**src/rtl/vls_pkg.sv**
```systemverilog
package vls_pkg;
  localparam int INSTR_W = 32;
  localparam int IMM_W   = 9;
  localparam int RIDX_W  = 5;
  localparam int SCALE_W = 3;
  localparam int MAX_SCALE = 4;

  typedef enum logic [1:0] {
    ST_IDLE   = 2'd0,
    ST_ACCESS = 2'd1,
    ST_WAIT   = 2'd2
  } vls_state_e;

  typedef struct packed {
    logic               undef;
    logic               is_load;
    logic               use_sp;
    logic [SCALE_W-1:0] scale;
    logic [RIDX_W-1:0]  base_idx;
    logic [RIDX_W-1:0]  xfer_idx;
    logic [IMM_W-1:0]   imm;
  } vls_dec_t;
endpackage

```
**src/rtl/vls_decode.sv**
```systemverilog
module vls_decode
  import vls_pkg::*;
#(
  parameter int BE_W = 16
) (
  input  logic [INSTR_W-1:0] word_i,
  output vls_dec_t           dec_o,
  output logic [BE_W-1:0]    be_o
);
  localparam int CNT_W = $clog2(BE_W) + 2;

  logic               fixed_ok;
  logic [SCALE_W-1:0] scale;
  logic [CNT_W-1:0]   nbytes;

  assign fixed_ok = (word_i[29:27] == 3'b111) && word_i[26] &&
                    (word_i[25:24] == 2'b00) && !word_i[21] &&
                    (word_i[11:10] == 2'b00);
  assign scale    = {word_i[23], word_i[31:30]};

  always_comb begin
    dec_o.scale    = scale;
    dec_o.is_load  = word_i[22];
    dec_o.imm      = word_i[20:12];
    dec_o.base_idx = word_i[9:5];
    dec_o.xfer_idx = word_i[4:0];
    dec_o.use_sp   = (word_i[9:5] == '1);
    dec_o.undef    = !fixed_ok || (scale > SCALE_W'(MAX_SCALE));
  end

  assign nbytes = CNT_W'(1) << scale;

  always_comb begin
    for (int i = 0; i < BE_W; i++) begin
      be_o[i] = (CNT_W'(i) < nbytes);
    end
  end
endmodule

```
**src/rtl/vls_lane.sv**
```systemverilog
module vls_lane #(
  parameter int VEC_W = 128,
  localparam int BE_W = VEC_W / 8
) (
  input  logic [BE_W-1:0]  be_i,
  input  logic [VEC_W-1:0] data_i,
  output logic [VEC_W-1:0] data_o
);
  for (genvar b = 0; b < BE_W; b++) begin : g_byte
    assign data_o[b*8 +: 8] = be_i[b] ? data_i[b*8 +: 8] : 8'h00;
  end
endmodule

```
**src/rtl/vls_unit.sv**
```systemverilog
module vls_unit
  import vls_pkg::*;
#(
  parameter int ADDR_W = 64,
  parameter int VEC_W  = 128,
  parameter int ALIGN_BITS = 4
) (
  input  logic                  clk,
  input  logic                  rst_n,
  input  logic                  instr_valid,
  output logic                  instr_ready,
  input  logic [INSTR_W-1:0]    instr_word,
  output logic [RIDX_W-1:0]     gpr_rd_idx,
  input  logic [ADDR_W-1:0]     gpr_rd_data,
  input  logic [ADDR_W-1:0]     sp_value,
  output logic [RIDX_W-1:0]     vreg_rd_idx,
  input  logic [VEC_W-1:0]      vreg_rd_data,
  output logic                  vreg_wr_en,
  output logic [RIDX_W-1:0]     vreg_wr_idx,
  output logic [VEC_W-1:0]      vreg_wr_data,
  output logic                  req_valid,
  input  logic                  req_ready,
  output logic [ADDR_W-1:0]     req_addr,
  output logic                  req_write,
  output logic [SCALE_W-1:0]    req_size,
  output logic                  req_tagged,
  output logic [VEC_W/8-1:0]    req_be,
  output logic [VEC_W-1:0]      req_wdata,
  input  logic                  rsp_valid,
  output logic                  rsp_ready,
  input  logic [VEC_W-1:0]      rsp_rdata,
  output logic                  busy,
  output logic                  done,
  output logic                  undef_flag,
  output logic                  align_fault
);
  localparam int BE_W = VEC_W / 8;

  vls_dec_t          dec;
  logic [BE_W-1:0]   dec_be;
  logic [ADDR_W-1:0] base_val, eff_addr;
  logic [VEC_W-1:0]  store_data, load_data;
  logic              sp_bad;

  vls_state_e        state_q;
  logic [ADDR_W-1:0] addr_q;
  logic              write_q, tag_q;
  logic [SCALE_W-1:0] scale_q;
  logic [BE_W-1:0]   be_q;
  logic [VEC_W-1:0]  wdata_q, wr_data_q;
  logic [RIDX_W-1:0] idx_q;
  logic              done_q, undef_q, fault_q, wr_en_q;

  vls_decode #(.BE_W(BE_W)) dec_i (
    .word_i (instr_word),
    .dec_o  (dec),
    .be_o   (dec_be)
  );

  vls_lane #(.VEC_W(VEC_W)) st_lane_i (
    .be_i   (dec_be),
    .data_i (vreg_rd_data),
    .data_o (store_data)
  );

  vls_lane #(.VEC_W(VEC_W)) ld_lane_i (
    .be_i   (be_q),
    .data_i (rsp_rdata),
    .data_o (load_data)
  );

  assign gpr_rd_idx  = dec.base_idx;
  assign vreg_rd_idx = dec.xfer_idx;
  assign base_val    = dec.use_sp ? sp_value : gpr_rd_data;
  assign eff_addr    = base_val + {{(ADDR_W-IMM_W){dec.imm[IMM_W-1]}}, dec.imm};
  assign sp_bad      = dec.use_sp && (sp_value[ALIGN_BITS-1:0] != '0);

  always_ff @(posedge clk) begin
    if (!rst_n) begin
      state_q   <= ST_IDLE;
      addr_q    <= '0;
      write_q   <= 1'b0;
      tag_q     <= 1'b0;
      scale_q   <= '0;
      be_q      <= '0;
      wdata_q   <= '0;
      wr_data_q <= '0;
      idx_q     <= '0;
      done_q    <= 1'b0;
      undef_q   <= 1'b0;
      fault_q   <= 1'b0;
      wr_en_q   <= 1'b0;
    end else begin
      done_q  <= 1'b0;
      undef_q <= 1'b0;
      fault_q <= 1'b0;
      wr_en_q <= 1'b0;
      case (state_q)
        ST_IDLE: begin
          if (instr_valid) begin
            if (dec.undef) begin
              done_q  <= 1'b1;
              undef_q <= 1'b1;
            end else if (sp_bad) begin
              done_q  <= 1'b1;
              fault_q <= 1'b1;
            end else begin
              state_q <= ST_ACCESS;
              addr_q  <= eff_addr;
              write_q <= !dec.is_load;
              tag_q   <= !dec.use_sp;
              scale_q <= dec.scale;
              be_q    <= dec_be;
              wdata_q <= store_data;
              idx_q   <= dec.xfer_idx;
            end
          end
        end
        ST_ACCESS: begin
          if (req_ready) state_q <= ST_WAIT;
        end
        ST_WAIT: begin
          if (rsp_valid) begin
            state_q <= ST_IDLE;
            done_q  <= 1'b1;
            if (!write_q) begin
              wr_en_q   <= 1'b1;
              wr_data_q <= load_data;
            end
          end
        end
        default: state_q <= ST_IDLE;
      endcase
    end
  end

  assign instr_ready  = (state_q == ST_IDLE);
  assign busy         = (state_q != ST_IDLE);
  assign req_valid    = (state_q == ST_ACCESS);
  assign rsp_ready    = (state_q == ST_WAIT);
  assign req_addr     = addr_q;
  assign req_write    = write_q;
  assign req_size     = scale_q;
  assign req_tagged   = tag_q;
  assign req_be       = be_q;
  assign req_wdata    = wdata_q;
  assign vreg_wr_en   = wr_en_q;
  assign vreg_wr_idx  = idx_q;
  assign vreg_wr_data = wr_data_q;
  assign done         = done_q;
  assign undef_flag   = undef_q;
  assign align_fault  = fault_q;
endmodule

```
**config.mk**
```make
export PLATFORM = sky130hd
export DESIGN_NAME = vls_unit
export DESIGN_NICKNAME = d
export VERILOG_FILES = /design/src/rtl/vls_pkg.sv /design/src/rtl/vls_decode.sv /design/src/rtl/vls_lane.sv /design/src/rtl/vls_unit.sv
export SDC_FILE = /design/constraint.sdc
export NUM_CORES = 1
export LEC_CHECK = 0
export ABC_CLOCK_PERIOD_IN_PS = 4150
export BUFFER_PORTS_ARGS = -buffer_cell sky130_fd_sc_hd__buf_2
export CORE_AREA = 2 2 307 309
export CTS_CLUSTER_DIAMETER = 60
export DETAILED_ROUTE_END_ITERATION = 7
export DIE_AREA = 0 0 309 311
export PLACE_DENSITY = 0.42
export SETUP_SLACK_MARGIN = 0.4
export SKIP_CTS_REPAIR_TIMING = 1
export SLEW_MARGIN = 20
export SYNTH_ARGS = -nofsm -noshare
export SYNTH_HDL_FRONTEND = slang
export SYNTH_HIERARCHICAL = 1
export SYNTH_SLANG_ARGS = --single-unit
```
**constraint.sdc**
```tcl
create_clock -name clk -period 4.15 [get_ports clk]
set_input_delay 0.2075 -clock clk [delete_from_list [all_inputs] [get_ports clk]]
set_output_delay 0.2075 -clock clk [all_outputs]
set_load 0.02 [all_outputs]
```
==> impl_results.md <==
- Crit path largest cell delay: ~590 ps
- RR Startpoint: state_q[1]$_SDFFE_PN0P_
- Crit Path Max Fanout: 8
- Final Skew: roughly 40 ps
- Most area-hungry cell type in the Yosys netlist: dfxtp_1
- Clock Tree Root: clkbuf_16
- Worst Slack Setup Final: between 800 and 900 ps
- Endpoint class of the critical path: flop
- Net Sw Frac: 27.4%
- Register area share after synthesis: a little under two fifths
- Outcome: complete, no violations
- Syn_area_per_cell: 7.54 µm²
- EDFF count, synth: 0
- Die Ht: approximately 310 µm
- Max IR drop VDD: roughly 0.32 mV
- Leakage: approximately 12 nW
- Drt drc: 0
- Htree depth: 2
- Antenna Violating Nets Remaining: 0
- Clock Path Buffers: 3
- Later-pin clock latency in the skew report: 640 ps
- Sw power: approximately 0.0026 W
- Post-Route WL: just under 90,000 µm
- WL/cell: roughly 18 µm
- Period minus WS final: ~3300 ps
- Largest net degree at the start of global routing: approximately 180
- Post-synth top flop: dfxtp_1
- Syn Std Cell Area: 0.0186 mm²
- Total negative setup slack: 0 ps
- Vias in the first global route: 19.1k
- Hold Vio Cnt, Final: 0
- RePlAce Congestion: roughly 0.87
- Slowest cell on the critical path: o21ai_0
- Power Internal: 0.00678 W
- Hold Path Class: input port to flop
- Crit Path Class: input port to flop
- Syn nets: between 2k and 3k
- Share of cells above drive strength 1: between 20 and 30%
- Fill count: between 10k and 15k
- Area of the die: just under 0.1 mm²
- CTS tree: yes
- Rows: 112
- Clock slew at reported path FFs: about 60 ps
- TritonCTS buffer count: 52
- TritonRoute pass-1 iters: 7
- Pwr dens: 329 mW/mm²
- Syn. warnings: 6
- RSZ-0062 raised after global routing: no
- Dpl hpwl: roughly 66,000 µm
- I/O pin count: 785
- Synth area leaders: dfxtp_1 38%, nand2_1 14%, a21oi_1 10%, and2_1 8.9%, ha_1 4.4%
- Final Max Slew Viols: 0
- Post-synthesis instance total: about 2.5k
- Synth top cells by count: 685 x nand2_1, 388 x a21oi_1, 352 x dfxtp_1, 265 x and2_1, 112 x clkbuf_1
- Clk pwr share: between 40 and 50%
- Remaining Overflow, GRT: 0
- Hold Startpoint: rsp_rdata[77]
- Antenna violations before repair: 10
- Max Freq: just over 300 MHz
- Vias/cell: between 4 and 5
- Synth top area share: between 30% and 40%
- Yosys cell types: 74
- Critical Path Source: instr_word[7]
- CTS Sinks: between 300 and 400
- Core area: around 0.09 mm²
- Starting Density: approximately a fifth
- Cell breakdown of the critical path: buf_2 > nand3_1 > nor2_4 > buf_12 > buf_4 > mux2_2 > ha_1 > a211oi_1 > o21a_1 > nor4_1 > o21ai_0 > a21oi_1 > o21a_1 > a31oi_1 > buf_4 > nand4_1 > o211ai_1
- CP required: between 4000 and 5000 ps
- Max-Cap Viols: 0
- Vias: ~21k
- Period utilization: 79.8%
- I/O Buffers: around 780
- Worst-margin pin slew: around 1200 ps
- Total GRT Usage: around 17%
- Most common cell in the synthesized netlist: nand2_1
- CP Data Arrival Time: approximately 3800 ps
- Share of power burned in registers: 36.2%
- Max_slew headroom: a little under a fifth
- DRT iter0 DRCs: roughly 1.3k
- Endpoints failing setup: 0
- #FFs+latches synth: approximately 350
- First-pass GRT wire length: approximately 120,000 µm
- Logic pwr share: between 10% and 20%
- DIE WIDTH: 309 µm
- Setup WS pre-CTS: 50.2 ps
- Area Growth Syn to Fin: 52.6%
- NumNets Final: about 4k
- Startpoint types: input port
- Synth async-reset ratio: 0%
cells in the final DEF, fill, tap and decap left out, types with 17 or more instances in the layout:
| cell | instances |
|---|---|
| a21o_1 | 31 |
| nor2_1 | 55 |
| dlygate4sd3_1 | 265 |
| a21oi_1 | 388 |
| and2_1 | 265 |
| nand4_1 | 30 |
| inv_1 | 26 |
| buf_2 | 784 |
| mux2_2 | 63 |
| clkbuf_16 | 52 |
| dfxtp_1 | 352 |
| o21ai_0 | 52 |
| nand2_1 | 685 |
| xnor2_1 | 26 |
| nand3_1 | 36 |
| buf_4 | 50 |
| ha_1 | 65 |
| a211oi_1 | 17 |
stage by stage:
step | std cells | util (%) | hold slack (ps) | total power (W) | cell area, µm²
after detailed placement | 4390 | 25.8 | 400 | 0.00465 | 23900
after global routing | 4756 | 30.6 | -34.2 | 0.00978 | 28400
after CTS | 4487 | 27.7 | -316 | 0.00929 | 25700
final | 4758 | 30.6 | 8.44 | 0.00934 | 28400
after floorplan | 2469 | - | 344 | 0.00417 | 18600
after global placement | 4390 | 25.8 | 396 | 0.00466 | 23900
layer usage:
metal | track usage [%] | part of all wire, %
met1 | 20.8 | 43
met2 | 28.6 | 48
met3 | 4.54 | 6.3
met4 | 4.95 | 2.6
met5 | 0 | 0.051
sequential cells by signal, indices dropped and copies added (netlist names):
name          flops
vreg_wr_data    128
undef_flag        1
vreg_wr_en        1
req_size          3
vreg_wr_idx       5
done              1
req_addr         64
req_wdata       128
req_tagged        1
state_q           2
align_fault       1
req_be           16
req_write         1
worst max-delay path, delay by kind of cell:
family	cells	cell delay (ps)
and+or+nand+nor	4	510
muxes	1	350
AOI/OAI and AO/OA	7	1970
buffers and inverters	4	500
adders and majority gates	1	290
cells by family after synthesis:
group	after synthesis	share of synthesized area [%]
AOI/OAI and AO/OA	590	18.2
xor gates and xnor gates	38	1.79
and+or+nand+nor	1150	28.6
buffers and inverters	203	4.88
muxes	69	4.13
DFF	352	37.8
adders and majority gates	67	4.54
power by group through the flow:
| stage | Clock, W | Combinational (W) | Sequential [W] |
|---|---|---|---|
| after floorplan | 0 | 0.000714 | 0.00346 |
| after global placement | 0 | 0.00121 | 0.00346 |
| after detailed placement | 0 | 0.00120 | 0.00346 |
| after CTS | 0.00471 | 0.00120 | 0.00338 |
| after global routing | 0.00485 | 0.00156 | 0.00338 |
| final | 0.00455 | 0.00141 | 0.00338 |
final cells by class:
cell class | count | area [µm²] | share of cell area [%]
clock inverter | 24 | 313 | 1.10
antenna | 3 | 7.51 | 0.0264
clock buffer | 73 | 1480 | 5.21
sequential | 352 | 7050 | 24.8
multi-input combinational | 1914 | 10700 | 37.7
inverter | 27 | 109 | 0.383
timing repair buffer | 1111 | 7190 | 25.3
tap | 1254 | 1570 | 5.52
final timing paths:
path	endpoint	slack [ps]	depth (start not counted)
max	req_addr[53]$_SDFFE_PN0P_	840	17
min	vreg_wr_data[77]$_SDFFE_PN0P_	8	4
max reg2reg	req_addr[59]$_SDFFE_PN0P_	1390	8
min reg2reg	req_wdata[44]$_SDFFE_PN0P_	450	2
Power figures use the tool's default switching activity.
